### config.mk
export PLATFORM = sky130hd
export DESIGN_NAME = async_rx
export DESIGN_NICKNAME = d
export VERILOG_FILES = /design/src/rtl/async_rx_pkg.sv /design/src/rtl/async_rx_ctrl.sv /design/src/rtl/async_rx_dp.sv /design/src/rtl/async_rx.sv
export SDC_FILE = /design/constraint.sdc
export NUM_CORES = 1
export LEC_CHECK = 0
export ABC_AREA = 0
export BUFFER_PORTS_ARGS = -buffer_cell sky130_fd_sc_hd__clkbuf_2
export CAP_MARGIN = 20
export CORE_MARGIN = 2
export CORE_UTILIZATION = 37
export CTS_CLUSTER_DIAMETER = 40
export DETAILED_ROUTE_END_ITERATION = 6
export SETUP_SLACK_MARGIN = 0.05
export SLEW_MARGIN = 20
export SYNTH_ARGS = -nofsm -noshare
export SYNTH_HDL_FRONTEND = slang
export SYNTH_SLANG_ARGS = --single-unit
export TNS_END_PERCENT = 5
### constraint.sdc
create_clock -name clk -period 1.6 [get_ports clk]
set_input_delay 0.32 -clock clk [delete_from_list [all_inputs] [get_ports clk]]
set_output_delay 0.32 -clock clk [all_outputs]
set_load 0.05 [all_outputs]
### src/rtl/async_rx_pkg.sv
package async_rx_pkg;

  // strobes from control to datapath, one cycle wide, aligned to a tick
  typedef struct packed {
    logic sampleData;
    logic sampleParity;
    logic commit;
  } rxStrobes_t;

  typedef enum logic [2:0] {
    ST_IDLE,
    ST_START,
    ST_DATA,
    ST_PARITY,
    ST_STOP,
    ST_STOP2
  } rxState_t;

  localparam logic SEL_DATA   = 1'b0;
  localparam logic SEL_STATUS = 1'b1;

  // status register bit positions
  localparam int STAT_FULL   = 0;
  localparam int STAT_FRAME  = 1;
  localparam int STAT_PARITY = 2;

  // write-clear bit positions in regWdata
  localparam int WCLR_FRAME  = 0;
  localparam int WCLR_PARITY = 1;

endpackage

### src/rtl/async_rx_ctrl.sv
module async_rx_ctrl
  import async_rx_pkg::*;
#(
  parameter int OVERSAMPLE = 16,
  parameter int MAX_BITS   = 8
) (
  input  logic       clk,
  input  logic       rstN,
  input  logic       tick,
  input  logic       rxEnable,
  input  logic       cfgEightBits,
  input  logic       cfgParityOn,
  input  logic       cfgParityOdd,
  input  logic       cfgTwoStop,
  input  logic       lineBit,
  input  logic       stall,
  output rxStrobes_t strobes,
  output logic       frameEight,
  output logic       frameParOn,
  output logic       frameParOdd
);

  localparam int CNT_W = $clog2(OVERSAMPLE);
  localparam int HALF  = OVERSAMPLE / 2;
  localparam int IDX_W = $clog2(MAX_BITS + 1);

  rxState_t         state;
  logic [CNT_W-1:0] tickCnt;
  logic [IDX_W-1:0] bitIdx;
  logic [IDX_W-1:0] nBits;
  logic             frameTwoStop;
  logic             lastTick;

  // format is latched at start detection so a mid-frame change is harmless
  assign nBits    = frameEight ? IDX_W'(MAX_BITS) : IDX_W'(MAX_BITS - 1);
  assign lastTick = tick && (tickCnt == CNT_W'(OVERSAMPLE - 1));

  always_comb begin
    strobes              = '0;
    strobes.sampleData   = rxEnable && (state == ST_DATA)   && lastTick;
    strobes.sampleParity = rxEnable && (state == ST_PARITY) && lastTick;
    strobes.commit       = rxEnable && (state == ST_STOP)   && lastTick;
  end

  always_ff @(posedge clk or negedge rstN) begin
    if (!rstN) begin
      state        <= ST_IDLE;
      tickCnt      <= '0;
      bitIdx       <= '0;
      frameEight   <= 1'b0;
      frameParOn   <= 1'b0;
      frameParOdd  <= 1'b0;
      frameTwoStop <= 1'b0;
    end else if (!rxEnable) begin
      state   <= ST_IDLE;
      tickCnt <= '0;
    end else begin
      unique case (state)
        ST_IDLE: begin
          if (tick && !lineBit && !stall) begin
            state        <= ST_START;
            tickCnt      <= '0;
            frameEight   <= cfgEightBits;
            frameParOn   <= cfgParityOn;
            frameParOdd  <= cfgParityOdd;
            frameTwoStop <= cfgTwoStop;
          end
        end
        ST_START: begin
          if (tick) begin
            if (tickCnt == CNT_W'(HALF - 1)) begin
              tickCnt <= '0;
              bitIdx  <= '0;
              state   <= lineBit ? ST_IDLE : ST_DATA;
            end else begin
              tickCnt <= tickCnt + 1'b1;
            end
          end
        end
        ST_DATA: begin
          if (lastTick) begin
            tickCnt <= '0;
            if (bitIdx == nBits - 1'b1) begin
              state <= frameParOn ? ST_PARITY : ST_STOP;
            end else begin
              bitIdx <= bitIdx + 1'b1;
            end
          end else if (tick) begin
            tickCnt <= tickCnt + 1'b1;
          end
        end
        ST_PARITY: begin
          if (lastTick) begin
            tickCnt <= '0;
            state   <= ST_STOP;
          end else if (tick) begin
            tickCnt <= tickCnt + 1'b1;
          end
        end
        ST_STOP: begin
          if (lastTick) begin
            tickCnt <= '0;
            state   <= frameTwoStop ? ST_STOP2 : ST_IDLE;
          end else if (tick) begin
            tickCnt <= tickCnt + 1'b1;
          end
        end
        ST_STOP2: begin
          // second stop bit is waited out but never examined
          if (lastTick) begin
            tickCnt <= '0;
            state   <= ST_IDLE;
          end else if (tick) begin
            tickCnt <= tickCnt + 1'b1;
          end
        end
        default: begin
          state   <= ST_IDLE;
          tickCnt <= '0;
        end
      endcase
    end
  end

endmodule

### src/rtl/async_rx_dp.sv
module async_rx_dp
  import async_rx_pkg::*;
#(
  parameter int MAX_BITS    = 8,
  parameter int SYNC_STAGES = 2
) (
  input  logic                clk,
  input  logic                rstN,
  input  logic                rxLine,
  input  rxStrobes_t          strobes,
  input  logic                frameEight,
  input  logic                frameParOn,
  input  logic                frameParOdd,
  input  logic                regSel,
  input  logic                regRd,
  input  logic                regWr,
  input  logic [1:0]          regWdata,
  output logic                lineBit,
  output logic                stall,
  output logic                fullFlag,
  output logic                framingFlag,
  output logic                parityFlag,
  output logic [MAX_BITS-1:0] regRdata
);

  // SYNC_STAGES must be at least 2
  logic [SYNC_STAGES-1:0] syncQ;
  logic [MAX_BITS-1:0]    shiftReg;
  logic [MAX_BITS-1:0]    dataReg;
  logic [MAX_BITS-1:0]    frameData;
  logic                   parBit;
  logic                   parMiss;
  logic                   stopBad;
  logic                   armFrame;
  logic                   armParity;
  logic                   statusRead;
  logic                   dataRead;
  logic                   statusWrite;

  assign lineBit = syncQ[SYNC_STAGES-1];
  assign stall   = framingFlag | parityFlag;

  always_ff @(posedge clk or negedge rstN) begin
    if (!rstN) syncQ <= '1;
    else       syncQ <= {syncQ[SYNC_STAGES-2:0], rxLine};
  end

  // bits enter at the top, so after a short frame the data sits one place high
  always_ff @(posedge clk or negedge rstN) begin
    if (!rstN) begin
      shiftReg <= '0;
      parBit   <= 1'b0;
    end else begin
      if (strobes.sampleData)   shiftReg <= {lineBit, shiftReg[MAX_BITS-1:1]};
      if (strobes.sampleParity) parBit   <= lineBit;
    end
  end

  assign frameData = frameEight ? shiftReg : {1'b0, shiftReg[MAX_BITS-1:1]};
  assign parMiss   = frameParOn && (((^frameData) ^ parBit) != frameParOdd);
  assign stopBad   = !lineBit;

  assign statusRead  = regRd && (regSel == SEL_STATUS);
  assign dataRead    = regRd && (regSel == SEL_DATA);
  assign statusWrite = regWr && (regSel == SEL_STATUS);

  always_ff @(posedge clk or negedge rstN) begin
    if (!rstN) begin
      dataReg     <= '0;
      fullFlag    <= 1'b0;
      framingFlag <= 1'b0;
      parityFlag  <= 1'b0;
      armFrame    <= 1'b0;
      armParity   <= 1'b0;
    end else begin
      if (dataRead) fullFlag <= 1'b0;

      if (statusWrite && !regWdata[WCLR_FRAME] && armFrame) begin
        framingFlag <= 1'b0;
        armFrame    <= 1'b0;
      end else if (statusRead && framingFlag) begin
        armFrame <= 1'b1;
      end

      if (statusWrite && !regWdata[WCLR_PARITY] && armParity) begin
        parityFlag <= 1'b0;
        armParity  <= 1'b0;
      end else if (statusRead && parityFlag) begin
        armParity <= 1'b1;
      end

      if (strobes.commit) begin
        dataReg <= frameData;
        if (!parMiss && !stopBad) fullFlag    <= 1'b1;
        if (stopBad)              framingFlag <= 1'b1;
        if (parMiss)              parityFlag  <= 1'b1;
      end
    end
  end

  always_comb begin
    regRdata = '0;
    if (regSel == SEL_DATA) begin
      regRdata = dataReg;
    end else begin
      regRdata[STAT_FULL]   = fullFlag;
      regRdata[STAT_FRAME]  = framingFlag;
      regRdata[STAT_PARITY] = parityFlag;
    end
  end

endmodule

### src/rtl/async_rx.sv
module async_rx
  import async_rx_pkg::*;
#(
  parameter int OVERSAMPLE  = 16,
  parameter int MAX_BITS    = 8,
  parameter int SYNC_STAGES = 2
) (
  input  logic                clk,
  input  logic                rstN,
  input  logic                tick16,
  input  logic                rxLine,
  input  logic                rxEnable,
  input  logic                cfgEightBits,
  input  logic                cfgParityOn,
  input  logic                cfgParityOdd,
  input  logic                cfgTwoStop,
  input  logic                regSel,
  input  logic                regRd,
  input  logic                regWr,
  input  logic [1:0]          regWdata,
  output logic [MAX_BITS-1:0] regRdata
);

  rxStrobes_t strobes;
  logic       lineBit;
  logic       stall;
  logic       frameEight;
  logic       frameParOn;
  logic       frameParOdd;
  logic       fullFlag;
  logic       framingFlag;
  logic       parityFlag;

  async_rx_ctrl #(
    .OVERSAMPLE (OVERSAMPLE),
    .MAX_BITS   (MAX_BITS)
  ) ctrl (
    .clk          (clk),
    .rstN         (rstN),
    .tick         (tick16),
    .rxEnable     (rxEnable),
    .cfgEightBits (cfgEightBits),
    .cfgParityOn  (cfgParityOn),
    .cfgParityOdd (cfgParityOdd),
    .cfgTwoStop   (cfgTwoStop),
    .lineBit      (lineBit),
    .stall        (stall),
    .strobes      (strobes),
    .frameEight   (frameEight),
    .frameParOn   (frameParOn),
    .frameParOdd  (frameParOdd)
  );

  async_rx_dp #(
    .MAX_BITS    (MAX_BITS),
    .SYNC_STAGES (SYNC_STAGES)
  ) dp (
    .clk         (clk),
    .rstN        (rstN),
    .rxLine      (rxLine),
    .strobes     (strobes),
    .frameEight  (frameEight),
    .frameParOn  (frameParOn),
    .frameParOdd (frameParOdd),
    .regSel      (regSel),
    .regRd       (regRd),
    .regWr       (regWr),
    .regWdata    (regWdata),
    .lineBit     (lineBit),
    .stall       (stall),
    .fullFlag    (fullFlag),
    .framingFlag (framingFlag),
    .parityFlag  (parityFlag),
    .regRdata    (regRdata)
  );

endmodule

-- Word level (Yosys, flattened, before mapping)
Cells that the tools add are included.
- add/sub/neg operators: 3
- eq/ne operators: 22
- muxes and demuxes: 42
- bitwise operators: 3
- reductions and logical operators: 35
- operator list (cell ; count):
    2-to-1 mux 4 bit ; 11
    2-to-1 mux 3 bit ; 12
    logical AND 1 bit ; 20
    != test 3 x 2 -> 1 bit (second input constant) ; 6
    case mux 3 bit (6 select lines) ; 1
    2-to-1 mux 1 bit ; 13
    case mux 4 bit (3 select lines) ; 1
    adder 4 x 1 -> 4 bit (second input constant) ; 2
    2-to-1 mux 8 bit ; 1
    case mux 4 bit (2 select lines) ; 1
    AND reduction 8 bit ; 1
    XOR reduction 8 bit ; 1
    equality test 3 x 2 -> 1 bit (second input constant) ; 2
    equality test 3 bit (second input constant) ; 2
    != test 3 bit (second input constant) ; 2
    AND reduction 3 bit ; 2
    AND reduction 6 bit ; 1
    nonzero test 2 bit ; 3
    logical NOT 1 bit ; 5
    2-to-1 mux 5 bit ; 1
    equality test 4 x 3 -> 1 bit (second input constant) ; 1
    equality test 4 bit ; 1
    equality test 4 bit (second input constant) ; 1
    != test 2 x 1 -> 1 bit (second input constant) ; 2
    11 further kinds ; 12
- register bits after elaboration: 39
- bits of input ports: 14
- output and inout bits: 8
- logic and storage cells: 121

-- Depth between registers and ports, before layout
Gate-level depths: netlist (run 1).
- word-level depth: 9
- mapped depth: 7
- depth with buffers taken out: 5

-- Modules after synthesis
From an unflattened synthesis (run 1), not the netlist that was laid out.
- cells, all modules: 205
- area, all modules: 2183.3 µm²
- modules (own cells, without submodules) (module ; times used ; cells an instance ; area each (µm²) ; seq. area each (µm²)):
    async_rx_dp ; 1 ; 95 ; 1124.8 ; 603.1
    async_rx_ctrl ; 1 ; 110 ; 1058.5 ; 375.4

-- Worst setup path before layout (run 1)
Ideal clock, no wire load.
- kind: reg2reg
- start point: reg ctrl.bitIdx[0]
- end point: reg ctrl.state[0]
- setup time: 0.126 ns
- arrival: 1.610 ns
- data required time: 1.474 ns
- slack: -0.136 ns
- cell stages (with the launch flop): 5
- path buffers: 0
- period minus slack after synthesis: 1.736 ns
- cell sequence: dfrtp_1 xor2_1 or4b_1 a311o_1 mux2i_1
- word-level cells in the longest chain between the ends: 3
- ends and longest elaborated chain (element ; line ; source):
    start, declared ; async_rx_ctrl.sv:29 ; logic [IDX_W-1:0] bitIdx;
    start signal, assigned ; async_rx_ctrl.sv:86 ; bitIdx <= bitIdx + 1'b1;
    equality test 4 bit ; async_rx_ctrl.sv:83 ; if (bitIdx == nBits - 1'b1) begin
    != test 3 bit (no source line) ; - ;
    AND reduction 8 bit (no source line) ; - ;
    end signal, assigned ; async_rx_ctrl.sv:74 ; state <= lineBit ? ST_IDLE : ST_DATA;
    end signal, assigned ; async_rx_ctrl.sv:84 ; state <= frameParOn ? ST_PARITY : ST_STOP;
    end signal, assigned ; async_rx_ctrl.sv:103 ; state <= frameTwoStop ? ST_STOP2 : ST_IDLE;
    end, declared ; async_rx_ctrl.sv:27 ; rxState_t state;
Every way passes these cells.
A chain may end at the register's enable or synchronous reset.

-- Final worst setup path (run 1)
Same ends and word-level chain as after synthesis.

==> metrics.txt, run 1 <==
Placed Area approximately 2600 um^2; design area 2820 um^2; R2R setup slack -100 ps; Final Hold Viols 0; CTS Buf Count 5; Worst-Margin Slew 441 ps; Yosys top cell area share 43.4%; die area about 6400 um^2; ys async rst share 100%; first-pass GRT wire length 8.48 mm; failing checks setup timing; final hold slack 98.8 ps; synth unique cells 44; Peak VDD IR 0.468 mV; area leader, netlist dfrtp_1; hold worst-path end dp.syncQ[0]; area delta synth->final 32.0%; Worst Setup Start Kind flop; syn_nets 218; n_diodes 0; RSZ-0062 raised after global routing yes; number of vias per cell 5.19; status finished with violations; port bufs 21; fin crit period 1700 ps; leak pwr 0.00133 uW; hold depth 1; Data required, critical path 1780 ps; Multi-input gate area 1150 um^2; Worst Setup End Kind flop; Yosys reg bits 39; drt pass-1 iters 6; register area about 980 um^2; antenna-violating nets left 0; Fillers ~550; Syn. warnings 0; core area roughly 5500 um^2; Final Skew roughly 3.3 ps; grt total ovfl 0; Longest Clk Path Bufs 2; CTS sink cnt 39; Rows 27; clk_lat worst skew approximately 290 ps; fin nets 279; DRC Markers 0; initial detailed-routing violation count slightly below 100; r2r endpoint ctrl.state[0]; # IOs 22; largest net degree at the start of global routing 26; Area contributors post-synth dfrtp_1 (43%), mux2_2 (8.5%), mux2i_1 (5.6%), nand2_1 (3.3%), o21ai_0 (3.3%); CTS clk-pin slew, worst paths 80 ps; Synth Instances 202; die height 79.9 um; Final HPWL DP 3.51 mm; hold path startpoint rxLine; MaxCap Viol Count 0; Vias approximately 1700; CP Max Fanout 3; most common cell in the netlist dfrtp_1; met3 WL 184 um; Post-synth top flop dfrtp_1; Setup violations, final 4; CTS Root Cell clkbuf_8; Max Slew Vio Count 0; share of layout cells above drive strength 1 between 30% and 40%; postcts setup bufs 0; Total Wirelength 4.81 mm; TritonCTS clock tree yes; power per cell area 951 nW/um^2; Relative slew margins 70.6%; Commonest cells post-synth dfrtp_1 (37), nand2_1 (19), mux2_2 (16), o21ai_0 (14), mux2i_1 (12); GRT Overall Usage between 15 and 20%; fin worst setup slack -99.1 ps; Hold Crit Class in -> reg; Setup Crit Path Kind reg -> reg; metal1 wirelength around 2.4 mm; Placer Congestion 0.824; syn_area_per_cell 10.6 um^2; vias in the first global route 1777; fmax 589 MHz; EDFF count, synth 0; Routed WL per cell approximately 14 um; met2 wire length 2.19 mm; highest routed layer met4; crit path DAT 1880 ps; initial core utilization 38.5%; RR Startpoint ctrl.bitIdx[0]; Mapped Area 2130 um^2; initial antenna violation count 0; period utilization 106%; H-Tree Level Count 2; Die W roughly 80 um; Seq/Total Area, Yosys between 40% and 50%; r2r worst-path depth 4
[kinds of logic after synthesis]
group	synth area share, %
AO/OA/AOI/OAI	13.0
multiplexers	14.1
buffers and inverters	2.99
adder cells (fa/ha/maj)	1.17
AND/OR/NAND/NOR	17.9
XOR/XNOR	4.99
flip-flops	45.9
[routing by layer]
layer / track usage, % / vias up
met5: 0 / -
met4: 5.25 / 0
met3: 3.85 / 7
met2: 26.5 / 34
met1: 23.6 / 839
li1: - / 864
[worst max path at each step]
stage / from / to / slack (ps) / cells past startpoint
after global placement: ctrl.bitIdx[0] / ctrl.state[0] / -80 / 4
after CTS: ctrl.bitIdx[0] / ctrl.state[0] / -100 / 4
after global routing: ctrl.frameEight / ctrl.state[0] / -180 / 4
final: ctrl.bitIdx[0] / ctrl.state[0] / -100 / 4
after detailed placement: ctrl.tickCnt[0] / dp.fullFlag / -120 / 5
after floorplan: ctrl.bitIdx[0] / ctrl.state[0] / -100 / 4
[power by group]
group          internal, uW  switching (uW)  leakage, uW
sequential             1080            85.2     0.000520
clock                   305             350    0.0000412
combinational           455             408     0.000765
total                  1830             844      0.00133
[sequential cells by signal (all words and copies together), names as in the netlist]
name               count
dp.syncQ               2
dp.fullFlag            1
dp.armParity           1
ctrl.state             3
ctrl.tickCnt           4
dp.armFrame            1
ctrl.frameTwoStop      1
dp.parBit              1
dp.dataReg             8
dp.framingFlag         1
dp.parityFlag          1
ctrl.frameEight        1
ctrl.bitIdx            4
ctrl.frameParOn        1
dp.shiftReg            8
ctrl.frameParOdd       1
[worst max-delay path: stages (launching register included)]
cell	delay [ps]
dfrtp_1	410
xor2_2	180
or4b_1	460
a311o_1	390
mux2i_1	140
[through the flow]
stage	std cells	util (%)	setup slack, ps	power [uW]	setup TNS [ps]
2_1_floorplan	202	-	-96.9	1630	-559
3_3_place_gp	327	47.5	-77.3	1970	-404
3_5_place_dp	327	47.5	-118	1980	-819
4_1_cts	336	50.5	-103	2680	-405
5_1_grt	336	50.8	-180	2850	-1070
6_report	336	50.8	-99.1	2680	-361
[final cells by class]
type / count / area share (%)
repair buffers: 63 / 17.0
inverters: 7 / 0.933
clock buffers: 6 / 2.58
multi-input cells: 147 / 41.0
clock inverters: 2 / 0.444
flip-flops and latches: 39 / 34.8
well taps: 72 / 3.20
[timing repair]
action                     4_1_cts  5_1_grt
hold buffers                     1        0
hold endpoints to repair        12        0
gates cloned                     0        0
pin swaps                        4        3
setup endpoints to repair       22       36
resized for setup               17        9
[cell usage in the layout, fill, tap and decap left out, drive strengths merged, types with 8 or more instances in the layout]
| master | count |
|---|---|
| mux2i | 12 |
| o21ai | 14 |
| dfrtp | 37 |
| nand2 | 19 |
| clkbuf | 25 |
| nor2b | 8 |
| buf | 43 |
| mux2 | 16 |
No activity file was read; power rests on OpenSTA's default activity.
==> run 2: changes to the inputs <==
- clock period: 1.6 -> 1.9 ns (I/O delays scaled with it)
==> metrics.txt, run 2 (synthesized netlist as in run 1, its figures left out) <==
leading cell type in the layout, fill and taps excluded dfrtp_1; antenna-violating nets left 0 (unchanged); crit path buf inv count 0 (unchanged); final hold slack 40.8 ps (-58.0 ps); grt total ovfl 0 (unchanged); initial antenna violation count 0 (unchanged); Placer Congestion 0.844 (+2.5%); first-pass GRT wire length 7.39 mm (-13%); Sw Pwr 666 uW (-21%); Worst path slowest cell or4b_1; final design utilization 44.7% (-6.1 points); Routed WL per cell 14.0 um (-2.1%); RSZ-0062 raised after global routing yes; Data required, critical path 2120 ps (+340 ps); Vias 1593 (-8.7%); fin nets 247 (-11%); clk_lat worst skew 290 ps (about the same); CTS Buf Count 5 (unchanged); Die W 79.9 um (unchanged); Max Slew Vio Count 0 (unchanged); Comb pwr share 26.0% (-6.2 points); cell family with most CP delay compound AO/OA/AOI/OAI gates; Total Wirelength 4.26 mm (-11%); Worst Setup Start Kind flop; DRC Markers 0 (unchanged); CTS Root Cell clkbuf_8; switching share of power 31.7% (+0.24 points); Setup Crit Path Kind reg -> reg; n_diodes 0 (unchanged); Peak VDD IR 0.407 mV (-13%); Setup TNS Final 0 ps (+361 ps); Rows 27 (unchanged); number of vias per cell 5.24 (+0.96%); die height 79.9 um (unchanged); period utilization 92.2% (-14 points); met2 wire length 1.89 mm (-13%); Pint 1430 uW (-22%); initial detailed-routing violation count 124 (+25%); MaxCap Viol Count 0 (unchanged); power per cell area 847 nW/um^2 (-11%); Reg power frac 47.4% (+4.1 points); TritonCTS clock tree yes; Longest Clk Path Bufs 2 (unchanged); CTS sink cnt 39 (unchanged); crit path DAT 1970 ps (+90 ps); Final Skew 3.07 ps (-0.257 ps); largest net degree at the start of global routing 23 (-12%); Worst Setup End Kind flop; core area 5540 um^2 (unchanged); # IOs 22 (unchanged); clock group share of total power 26.6% (+2.1 points); metal1 wirelength 2.16 mm (-9.1%); Largest regs dp.dataReg: 8 flops, dp.shiftReg: 8 flops; register area 980 um^2 (unchanged); die area 6390 um^2 (unchanged); most frequent cells in the layout dfrtp_1 (36), clkbuf_2 (21), nand2_1 (19), mux2_2 (16), o21ai_0 (14); CP Max Fanout 5 (+2); Final HPWL DP 3.18 mm (-9.4%); highest routed layer met4; Worst-Margin Slew 508 ps (+67.0 ps); GRT Overall Usage 15.0% (-2.0 points); postcts setup bufs 0 (unchanged); CTS clk-pin slew, worst paths 80 ps (about the same); Setup violations, final 0 (-4); H-Tree Level Count 2 (unchanged); drt pass-1 iters 4 (-2); leak pwr 0.00114 uW (-14%); Final Hold Viols 0 (unchanged); Relative slew margins 66.2% (-4.5 points); vias in the first global route 1556 (-12%); status finished clean; biggest cell delay along the critical path 510 ps (+50 ps); initial core utilization 38.5% (unchanged); Fillers 545 (-0.18%); fmax 571 MHz (-3.1%); Multi-input gate area 1100 um^2 (-4.9%); met3 WL 161 um (-13%); Hold Crit Class in -> async; share of layout cells above drive strength 1 26.7% (-12 points); critical path, cell by cell xor2_1 > or4b_1 > a311o_1 > o22ai_1; area delta synth->final 16.1%; port bufs 21 (unchanged); fin crit period 1750 ps (+53.7 ps)
==> run 2: final timing paths <==
kind	startpoint	endpoint	slack, ps	depth (start not counted)
setup / recovery	ctrl.bitIdx[0]	ctrl.state[2]	150	4
hold / removal	rstN	ctrl.tickCnt[0]	40	1
max in group asynchronous	rstN	dp.syncQ[0]	1300	2
min in group clk	rxLine	dp.syncQ[0]	160	1
hold reg to reg	dp.syncQ[0]	dp.syncQ[1]	360	0
setup reg to reg	ctrl.bitIdx[0]	ctrl.state[2]	150	4
==> run 2: routing by layer <==
layer / up-vias / GRT usage, %
li1: 798 / -
met1: 764 / 21.0
met2: 26 / 22.9
met3: 5 / 3.73
met4: 0 / 4.24
met5: - / 0
==> run 2: through the flow <==
stage | setup WS (ps) | area, um^2 | std cells | power (uW)
final | 147 | 2480 | 304 | 2100
after global routing | 35.7 | 2480 | 304 | 2240
after CTS | 78.7 | 2470 | 304 | 2110
after detailed placement | 96.9 | 2380 | 296 | 1550
after global placement | 128 | 2380 | 296 | 1550
after floorplan | 164 | 2130 | 202 | 1360
==> run 2: power groups by stage <==
| stage | sequential [uW] | combinational, uW | clock [uW] |
|---|---|---|---|
| CTS | 990 | 543 | 572 |
| finish | 994 | 544 | 558 |
| detailed placement | 1010 | 540 | 0 |
| global placement | 1000 | 546 | 0 |
| floorplan | 969 | 387 | 0 |
| global route | 1010 | 614 | 619 |
==> run 2: what timing repair did <==
item	CTS	global route
gates resized for setup	0	3
hold buffers	0	0
endpoints found under the setup margin	0	17
==> run 2: layout make-up <==
type / instances / area share (%)
clock buffer: 5 / 2.78
timing repair buffer: 31 / 7.78
inverter: 7 / 1.06
multi-input combinational: 147 / 44.4
clock inverter: 3 / 0.808
tap: 72 / 3.64
sequential: 39 / 39.6
